## config.mk

```make
export PLATFORM = sky130hd
export DESIGN_NAME = ppa_cmd_tracker
export DESIGN_NICKNAME = d
export VERILOG_FILES = /design/src/rtl/ppa_trk_pkg.sv /design/src/rtl/ppa_trk_ctrl.sv /design/src/rtl/ppa_trk_dpath.sv /design/src/rtl/ppa_cmd_tracker.sv
export SDC_FILE = /design/constraint.sdc
export NUM_CORES = 1
export LEC_CHECK = 0
export ABC_CLOCK_PERIOD_IN_PS = 2500
export BUFFER_PORTS_ARGS = -buffer_cell sky130_fd_sc_hd__buf_2
export CAP_MARGIN = 0
export CORE_MARGIN = 3
export CORE_UTILIZATION = 48
export CTS_CLUSTER_SIZE = 10
export DETAILED_ROUTE_END_ITERATION = 10
export GPL_TIMING_DRIVEN = 0
export PLACE_DENSITY = 0.91
export SLEW_MARGIN = 10
export SYNTH_ARGS = -nofsm -noshare
export SYNTH_HDL_FRONTEND = slang
export SYNTH_HIERARCHICAL = 1
export SYNTH_SLANG_ARGS = --single-unit
```

## constraint.sdc

```tcl
create_clock -name clk -period 2.5 [get_ports clk]
set_input_delay 0.25 -clock clk [delete_from_list [all_inputs] [get_ports clk]]
set_output_delay 0.25 -clock clk [all_outputs]
set_load 0.1 [all_outputs]
```

## src/rtl/ppa_trk_pkg.sv

```systemverilog
package ppa_trk_pkg;
  localparam logic [7:0] OP_ERASE  = 8'h90;
  localparam logic [7:0] OP_WRITE  = 8'h91;
  localparam logic [7:0] OP_READ   = 8'h92;
  localparam logic [7:0] OP_RWRITE = 8'h95;
  localparam logic [7:0] OP_RREAD  = 8'h96;

  localparam logic [7:0] SC_OK     = 8'h00;
  localparam logic [7:0] SC_BADOP  = 8'h01;
  localparam logic [7:0] SC_WFAULT = 8'h80;
  localparam logic [7:0] SC_RDERR  = 8'h81;

  typedef enum logic [2:0] {S_IDLE, S_FETCH, S_ISSUE, S_WAIT, S_DONE} trkState_e;
  typedef enum logic [1:0] {K_BAD, K_ERASE, K_WRITE, K_READ} opKind_e;

  // strobes from control to datapath
  typedef struct packed {
    logic takeCmd;
    logic takeList;
    logic takeRsp;
  } trkStrobe_t;

  function automatic opKind_e decodeOp(input logic [7:0] op);
    case (op)
      OP_ERASE:            return K_ERASE;
      OP_WRITE, OP_RWRITE: return K_WRITE;
      OP_READ, OP_RREAD:   return K_READ;
      default:             return K_BAD;
    endcase
  endfunction
endpackage

```

## src/rtl/ppa_trk_ctrl.sv

```systemverilog
module ppa_trk_ctrl
  import ppa_trk_pkg::*;
#(
  parameter int CNT_W = 6
) (
  input  logic             clk,
  input  logic             rstN,
  input  logic             cmdValid,
  input  logic [7:0]       cmdOpcode,
  input  logic [CNT_W-1:0] cmdCount,
  input  logic             listValid,
  input  logic             beReqReady,
  input  logic             beRspValid,
  input  logic             cplReady,
  input  logic             lastIdx,
  output logic             cmdReady,
  output logic             listReady,
  output logic             beReqValid,
  output logic             cplValid,
  output trkStrobe_t       strobe
);
  trkState_e state, nextState;

  always_comb begin
    nextState  = state;
    strobe     = '0;
    cmdReady   = 1'b0;
    listReady  = 1'b0;
    beReqValid = 1'b0;
    cplValid   = 1'b0;
    case (state)
      S_IDLE: begin
        cmdReady = 1'b1;
        if (cmdValid) begin
          strobe.takeCmd = 1'b1;
          if (decodeOp(cmdOpcode) == K_BAD) nextState = S_DONE;
          else if (cmdCount == '0)          nextState = S_ISSUE;
          else                              nextState = S_FETCH;
        end
      end
      S_FETCH: begin
        listReady = 1'b1;
        if (listValid) begin
          strobe.takeList = 1'b1;
          nextState = S_ISSUE;
        end
      end
      S_ISSUE: begin
        beReqValid = 1'b1;
        if (beReqReady) nextState = S_WAIT;
      end
      S_WAIT: begin
        if (beRspValid) begin
          strobe.takeRsp = 1'b1;
          nextState = lastIdx ? S_DONE : S_FETCH;
        end
      end
      S_DONE: begin
        cplValid = 1'b1;
        if (cplReady) nextState = S_IDLE;
      end
      default: nextState = S_IDLE;
    endcase
  end

  always_ff @(posedge clk) begin
    if (!rstN) state <= S_IDLE;
    else       state <= nextState;
  end


  req_hold_chk: assert property (@(posedge clk) disable iff (!rstN)
    beReqValid && !beReqReady |=> beReqValid);

  cpl_hold_chk: assert property (@(posedge clk) disable iff (!rstN)
    cplValid && !cplReady |=> cplValid && !cmdReady);

  badop_skip_chk: assert property (@(posedge clk) disable iff (!rstN)
    cmdReady && cmdValid && decodeOp(cmdOpcode) == K_BAD |=> cplValid);

  one_phase_chk: assert property (@(posedge clk) disable iff (!rstN)
    $onehot0({cmdReady, listReady, beReqValid, cplValid}));
endmodule

```

## src/rtl/ppa_trk_dpath.sv

```systemverilog
module ppa_trk_dpath
  import ppa_trk_pkg::*;
#(
  parameter int ADDR_W   = 64,
  parameter int MAX_PPA  = 64,
  parameter int CNT_W    = 6,
  parameter int SECT_LSB = 0,
  parameter int SECT_W   = 2,
  parameter int PAGE_LSB = 2,
  parameter int PAGE_W   = 9
) (
  input  logic               clk,
  input  logic               rstN,
  input  trkStrobe_t         strobe,
  input  logic [7:0]         cmdOpcode,
  input  logic [CNT_W-1:0]   cmdCount,
  input  logic [ADDR_W-1:0]  cmdAddr,
  input  logic [ADDR_W-1:0]  listAddr,
  input  logic               beRspFail,
  output logic               lastIdx,
  output logic [ADDR_W-1:0]  beReqAddr,
  output logic [7:0]         beReqOp,
  output logic [MAX_PPA-1:0] cplWord,
  output logic [7:0]         cplCode
);
  localparam int SECT_HI = SECT_LSB + SECT_W;
  localparam int PAGE_HI = PAGE_LSB + PAGE_W;

  logic [7:0]         opReg;
  opKind_e            kindReg;
  logic [CNT_W-1:0]   cntReg;
  logic [CNT_W-1:0]   idxReg;
  logic [ADDR_W-1:0]  ppaReg;
  logic [MAX_PPA-1:0] wordReg;
  logic               anyFail;
  logic [ADDR_W-1:0]  keepBits;

  // erase keeps every bit outside the page and sector fields
  for (genvar g = 0; g < ADDR_W; g++) begin : gKeep
    localparam bit IN_SECT = (g >= SECT_LSB) && (g < SECT_HI);
    localparam bit IN_PAGE = (g >= PAGE_LSB) && (g < PAGE_HI);
    assign keepBits[g] = !(IN_SECT || IN_PAGE);
  end

  always_ff @(posedge clk) begin
    if (!rstN) begin
      opReg   <= '0;
      kindReg <= K_BAD;
      cntReg  <= '0;
      idxReg  <= '0;
      ppaReg  <= '0;
      wordReg <= '0;
      anyFail <= 1'b0;
    end else begin
      if (strobe.takeCmd) begin
        opReg   <= cmdOpcode;
        kindReg <= decodeOp(cmdOpcode);
        cntReg  <= cmdCount;
        idxReg  <= '0;
        ppaReg  <= cmdAddr;
        wordReg <= '0;
        anyFail <= 1'b0;
      end
      if (strobe.takeList) ppaReg <= listAddr;
      if (strobe.takeRsp) begin
        if (beRspFail) begin
          wordReg[idxReg] <= 1'b1;
          anyFail         <= 1'b1;
        end
        if (!lastIdx) idxReg <= idxReg + 1'b1;
      end
    end
  end

  assign lastIdx   = (idxReg == cntReg);
  assign beReqAddr = (kindReg == K_ERASE) ? (ppaReg & keepBits) : ppaReg;
  assign beReqOp   = opReg;
  assign cplWord   = wordReg;

  always_comb begin
    if (kindReg == K_BAD)         cplCode = SC_BADOP;
    else if (!anyFail)            cplCode = SC_OK;
    else if (kindReg == K_WRITE)  cplCode = SC_WFAULT;
    else if (kindReg == K_READ)   cplCode = SC_RDERR;
    else                          cplCode = SC_OK;
  end


  word_high_clear_chk: assert property (@(posedge clk) disable iff (!rstN)
    ((wordReg >> cntReg) >> 1) == '0);

  fail_bit_set_chk: assert property (@(posedge clk) disable iff (!rstN)
    strobe.takeRsp && beRspFail |=> wordReg[$past(idxReg)]);

  idx_step_chk: assert property (@(posedge clk) disable iff (!rstN)
    strobe.takeRsp && !lastIdx |=> idxReg == $past(idxReg) + 1'b1);
endmodule

```

## src/rtl/ppa_cmd_tracker.sv

```systemverilog
module ppa_cmd_tracker
  import ppa_trk_pkg::*;
#(
  parameter int ADDR_W   = 64,
  parameter int MAX_PPA  = 64,
  parameter int SECT_LSB = 0,
  parameter int SECT_W   = 2,
  parameter int PAGE_LSB = 2,
  parameter int PAGE_W   = 9,
  localparam int CNT_W   = $clog2(MAX_PPA)
) (
  input  logic               clk,
  input  logic               rstN,
  input  logic               cmdValid,
  output logic               cmdReady,
  input  logic [7:0]         cmdOpcode,
  input  logic [CNT_W-1:0]   cmdCount,
  input  logic [ADDR_W-1:0]  cmdAddr,
  input  logic               listValid,
  output logic               listReady,
  input  logic [ADDR_W-1:0]  listAddr,
  output logic               beReqValid,
  input  logic               beReqReady,
  output logic [ADDR_W-1:0]  beReqAddr,
  output logic [7:0]         beReqOp,
  input  logic               beRspValid,
  input  logic               beRspFail,
  output logic               cplValid,
  input  logic               cplReady,
  output logic [MAX_PPA-1:0] cplWord,
  output logic [7:0]         cplCode
);
  trkStrobe_t strobe;
  logic       lastIdx;

  ppa_trk_ctrl #(.CNT_W(CNT_W)) u_ctrl (
    .clk(clk), .rstN(rstN), .cmdValid(cmdValid), .cmdOpcode(cmdOpcode),
    .cmdCount(cmdCount), .listValid(listValid), .beReqReady(beReqReady),
    .beRspValid(beRspValid), .cplReady(cplReady), .lastIdx(lastIdx),
    .cmdReady(cmdReady), .listReady(listReady), .beReqValid(beReqValid),
    .cplValid(cplValid), .strobe(strobe)
  );

  ppa_trk_dpath #(
    .ADDR_W(ADDR_W), .MAX_PPA(MAX_PPA), .CNT_W(CNT_W),
    .SECT_LSB(SECT_LSB), .SECT_W(SECT_W), .PAGE_LSB(PAGE_LSB), .PAGE_W(PAGE_W)
  ) u_dpath (
    .clk(clk), .rstN(rstN), .strobe(strobe), .cmdOpcode(cmdOpcode),
    .cmdCount(cmdCount), .cmdAddr(cmdAddr), .listAddr(listAddr),
    .beRspFail(beRspFail), .lastIdx(lastIdx), .beReqAddr(beReqAddr),
    .beReqOp(beReqOp), .cplWord(cplWord), .cplCode(cplCode)
  );


  req_stable_chk: assert property (@(posedge clk) disable iff (!rstN)
    beReqValid && !beReqReady |=> $stable(beReqAddr) && $stable(beReqOp));

  cpl_stable_chk: assert property (@(posedge clk) disable iff (!rstN)
    cplValid && !cplReady |=> $stable(cplWord) && $stable(cplCode));
endmodule

```

---- Word level (Yosys, flattened, before mapping) ----
Index checks and enable logic that the tools add are counted.
storage, ports and cells
  register bits ........................... 154
  bits in latches ......................... 0
  RAM bits ................................ 0
  memory bits (read-only) ................. 0
  input port bits ......................... 150
  logic and storage cells ................. 80
  memories kept ........................... 0
cells by class
  add/subtract/negate cells ............... 1
  multiply operators ...................... 0
  divide/modulo/power cells ............... 0
  $lt $le $gt $ge ......................... 2
  equal/unequal tests ..................... 18
  shift-type cells ........................ 0
  muxes and demuxes ....................... 41
  bitwise operators ....................... 1
  reduce and logical (&&, ||, !) cells .... 9
operators with widths
  kind                   count
  $mux W64               6
  $or A64 B64 Y64        1
  $eq A8 B8 Y1 const B   5
  $mux W8                4
  $mux W3                7
  $mux W6                3
  $pmux W3 S5            1
  $mux W1                14
  $mux W11               1
  $ne A2 B2 Y1 const B   5
  $lt A6 B7 Y1 const B   1
  $add A6 B1 Y6 const B  1
  $demux W1 S6           1
  $eq A3 B2 Y1 const B   2
  $eq A6 B6 Y1           1
  $ge A6 B1 Y1 const B   1
  $logic_not A6 Y1       1
  $mux W2                3
  $pmux W2 S3            1
  $reduce_and A5 Y1      1
  $eq A2 B2 Y1 const B   2
  $logic_not A2 Y1       2
  $reduce_or A2 Y1       2
  $eq A3 B1 Y1 const B   1
  other kinds (5)        5

---- Longest topological paths before layout ----
  depth in word-level cells ............... 9
  depth in mapped cells ................... 9

---- By module ----
Netlist, hierarchy kept.
modules (own cells, without submodules)
  module         instances  cells each  area each (um^2)
  ppa_trk_dpath  1          841         7318.3
  ppa_trk_ctrl   1          42          297.8

---- Worst setup path before layout ----
Ideal clock, no wire load.
  kind .................................... flip-flop to flip-flop
  from .................................... register u_ctrl.state[0]
  to ...................................... register u_dpath.ppaReg[36]
  data arrival time ....................... 3.929 ns
  data required time ...................... 2.385 ns
  slack ................................... -1.544 ns
  stages on the path, launching flop included .. 9
  buffers on the path ..................... 4
  clock period less this slack ............ 4.044 ns
  path through ............................ dfxtp_1 clkbuf_1 nor3b_1 and2_1 buf_2 buf_2 buf_2 o21ai_0 and2_1
RTL lines
  element                 RTL line             RTL
  from (decl)             ppa_trk_ctrl.sv:22   trkState_e state, nextState;
  from (signal assigned)  ppa_trk_ctrl.sv:68   else state <= nextState;
  to (signal assigned)    ppa_trk_dpath.sv:60  ppaReg <= cmdAddr;
  to (signal assigned)    ppa_trk_dpath.sv:64  if (strobe.takeList) ppaReg <= listAddr;
  to (decl)               ppa_trk_dpath.sv:33  logic [ADDR_W-1:0] ppaReg;

---- Worst setup path in the final report ----
  from .................................... register u_dpath.kindReg[1]
  to ...................................... output port beReqAddr[9]
on the way
  cells in the longest elaborated chain, start to end .. 2
RTL lines
  element                 RTL line               RTL
  from (decl)             ppa_trk_dpath.sv:30    opKind_e kindReg;
  from (signal assigned)  ppa_trk_dpath.sv:57    kindReg <= decodeOp(cmdOpcode);
  $eq A2 B1 Y1            ppa_trk_dpath.sv:76    assign beReqAddr = (kindReg == K_ERASE) ? (ppaReg & keepBits) : ppaReg;
  $mux W11                ppa_trk_dpath.sv:76
  to (decl)               ppa_cmd_tracker.sv:24  output logic [ADDR_W-1:0] beReqAddr,
Every way passes these cells.

==> key figures <==
Critical path
  – CP Data Required Time: roughly 2300 ps
  – CP startpoint: u_dpath/kindReg[1]
  – Worst EP arrival: approximately 1900 ps
  – R2R setup slack: between 400 and 500 ps
  – CP startpoint kind: flop
  – CP Capture Type: output port
  – Crit Path Max Fanout: 10
  – CP Class: flop to output port
  – RR Endpoint: u_dpath/ppaReg[45]
  – Worst r2r path cells: 8
  – CP endpoint: beReqAddr[9]
  – Worst R2R Start: u_ctrl/state[0]

Synthesis
  – Syn Inst Count: between 800 and 900
  – Seq/Total Area, Yosys: 40.5%
  – Syn_area_per_cell: about 8.6 um^2
  – Flops & latches, synth: about 150
  – Ys Warns: 6
  – Mapped Area: 7620 um^2
  – Synth Flop Type: dfxtp_1
  – Asr flop ratio synth: 0%
  – Post-synth EDFFs: 0
  – Synth cell types: between 50 and 60

Timing
  – Clk_skew: slightly above 9 ps
  – Max Clock Freq: 0.472 GHz
  – Slew headroom: ~52%
  – RSZ-0062 raised after global routing: false
  – Slew Limit Fails: 0
  – Worst Tran Pin Value: around 720 ps
  – Fin crit period: 2120 ps
  – Final setup TNS: 0 ps
  – Final setup violation count: 0
  – Fin. Hold Viols: 0
  – Fin crit share: a little over four fifths

Clocking
  – Root Buffer: clkbuf_16
  – CTS Hold Bufs: 0
  – CTS tree: yes
  – Postcts setup bufs: 0
  – CTS Sinks: 154
  – H-tree depth: 4
  – Clock Pin Slew Worst Setup and Hold Paths: around 70 ps
  – Clk Latency, worst-skew pair: approximately 420 ps
  – Max clock buf depth: 2
  – CTS resizes: 0
  – CTS buffer count: 17

Place
  – Post-DP HPWL: between 15 and 20 mm
  – Routability congestion estimate: 0.863
  – Port Buf Inserts: slightly below 300
  – Placed Area: ~9400 um^2

Routing
  – 1st-iter DRT viols: ~300
  – Router iterations before antenna repair: 5
  – Vias: 7143
  – DR vias/cell: 5.02
  – Routed Antenna Nets: 0
  – DRC errors left: 0
  – WL final: 23.0 mm
  – WL/cell: roughly 16 um

Pwr
  – Sequential power share: 39.0%
  – Sw frac: 34.9%
  – Pleak: between 4 and 5 nW
  – VDD IR max: roughly 0.38 mV
  – Int Power: 4.34 mW
  – Comb power frac: a little under a quarter
  – NetSw: 2.33 mW
  – Clock power frac: about two fifths
  – PD cells: between 600 and 700 nW/um^2

Global routing
  – First-pass GRT wire length: 34.9 mm
  – Initial antenna violation count: 1
  – GRT overflow: 0
  – Vias in the first global route: 6860
  – GRT Util Overall: roughly a quarter
  – Largest net degree at the start of global routing: 19

Floorplanning
  – Die W: approximately 130 um
  – Full die area: approximately 17000 um^2
  – Starting Density: between 40% and 50%
  – Die Y: about 130 um
  – Core area: 15400 um^2
  – I/O pin total: about 300
  – FP Rows: 45

Layout
  – Final Net Count: between 1000 and 1500
  – Layout Cell Area excl Fill: approximately 10000 um^2
  – Share of cells above drive strength 1: between 30% and 40%
  – Area grow syn2layout: 31.0%

Worst hold path
  – Min-Delay Path Class: input pin to flop

Status
  – Status: finished clean

Flow run
  – Max-Cap Viols: 0
-- sequential cells by signal (all words and copies together), names as in the netlist --
| register | count |
|---|---|
| u_dpath/beReqOp | 8 |
| u_dpath/cplWord | 64 |
| u_dpath/ppaReg | 64 |
| u_dpath/anyFail | 1 |
| u_dpath/kindReg | 2 |
| u_dpath/idxReg | 6 |
| u_ctrl/state | 3 |
| u_dpath/cntReg | 6 |
-- synthesized netlist by cell type, drive strengths merged, types with 2 or more instances --
cell type | n | area (um^2)
nor3b | 3 | 27.5
dfxtp | 154 | 3080
o21ai | 73 | 369
o22ai | 65 | 413
and2 | 141 | 882
nor2b | 18 | 113
a21oi | 2 | 10.0
xnor2 | 7 | 76.3
and4b | 2 | 20.0
nand3 | 7 | 52.6
and2b | 2 | 15.0
a21boi | 2 | 15.0
nand2b | 5 | 38.8
and3 | 3 | 18.8
o21a | 2 | 15.0
nand4 | 4 | 31.3
nor2 | 11 | 41.3
mux2i | 80 | 801
nand2 | 86 | 335
o32ai | 2 | 25.0
nor4b | 2 | 23.8
inv | 68 | 255
nand3b | 9 | 71.3
buf | 84 | 617
clkbuf | 34 | 128
-- worst max-delay path: stages (launching register included) --
cell      delay (ps)
dfxtp_1          360
inv_1             70
nand2_1          100
clkbuf_1         310
and2_1           190
buf_2            420
-- logic make-up after synthesis --
family	share of synthesized area, %
xor gates and xnor gates	1.00
other	0.0492
and+or+nand+nor	22.8
muxes	10.7
buffers and inverters	13.1
adders and majority gates	0.164
DFF	40.5
AOI/OAI and AO/OA	11.8
-- layer usage --
metal | GRT usage [%] | share of wire [%] | routed length (um) | up-vias
li1 | - | - | - | 3499
met4 | 11.1 | 3.2 | 731 | 0
met3 | 5.46 | 5.8 | 1340 | 54
met2 | 44.5 | 51 | 11700 | 272
met1 | 28.6 | 40 | 9150 | 3318
met5 | 0 | 0 | 0 | -
-- power groups by stage --
| stage | Clock [mW] | Sequential (mW) | Combinational [mW] |
|---|---|---|---|
| 2_1_floorplan | 0 | 2.72 | 1.12 |
| 4_1_cts | 2.60 | 2.60 | 1.51 |
| 3_5_place_dp | 0 | 2.66 | 1.50 |
| 5_1_grt | 2.70 | 2.61 | 1.58 |
| 3_3_place_gp | 0 | 2.65 | 1.48 |
| 6_report | 2.56 | 2.60 | 1.51 |
-- cells in the final DEF, fill, tap and decap left out, types with 2 or more instances in the layout --
cell type	Yosys	layout
nor2_1	11	11
and4b_1	2	2
o22ai_1	64	64
nand4_1	3	3
and2b_1	2	2
nand2_2	5	5
xnor2_2	2	2
nand3b_1	8	8
buf_4	69	69
nor2b_1	18	18
and3_1	3	3
xnor2_1	5	5
o21ai_0	69	68
nand3_1	5	5
and2_1	141	141
clkinv_8	0	3
dfxtp_1	154	154
clkinv_4	0	2
conb_1	1	6
inv_1	67	67
nand2_1	81	81
buf_6	4	4
nand2b_1	4	4
inv_8	0	8
a21boi_0	2	2
o21ai_1	3	4
clkbuf_16	0	17
buf_2	10	301
clkbuf_1	34	33
a21oi_1	2	2
mux2i_1	80	80
o21a_1	2	2
-- layout make-up --
cell class,instances,area [um^2]
multi-input combinational,548,3570
tap,211,264
sequential,154,3080
clock inverter,15,173
inverter,68,255
fill,1292,5400
timing repair buffer,291,1460
buffer,118,746
antenna,1,2.50
clock buffer,17,425
-- metrics by stage --
step | setup slack [ps] | utilization [%] | hold slack [ps] | total power, mW | instances
after floorplan | 16.7 | - | 386 | 3.83 | 888
after global placement | 415 | 61.0 | 469 | 4.13 | 1390
after detailed placement | 424 | 61.0 | 470 | 4.16 | 1390
after CTS | 331 | 64.9 | 87.4 | 6.71 | 1422
after global routing | 245 | 64.9 | 109 | 6.89 | 1423
final | 381 | 64.9 | 101 | 6.67 | 1423
-- worst min-delay path by stage --
stage	from	slack (ps)	end	depth (start not counted)
final	cmdCount[1]	100	u_dpath/cntReg[1]	3
after global routing	cplReady	110	u_ctrl/state[2]	3
after CTS	cplReady	90	u_ctrl/state[2]	3
after detailed placement	u_dpath/cplWord[57]	470	u_dpath/cplWord[57]	2
after global placement	u_dpath/cplWord[57]	470	u_dpath/cplWord[57]	2
after floorplan	rstN	390	u_ctrl/state[2]	2
No activity file was read; power rests on OpenSTA's default activity.
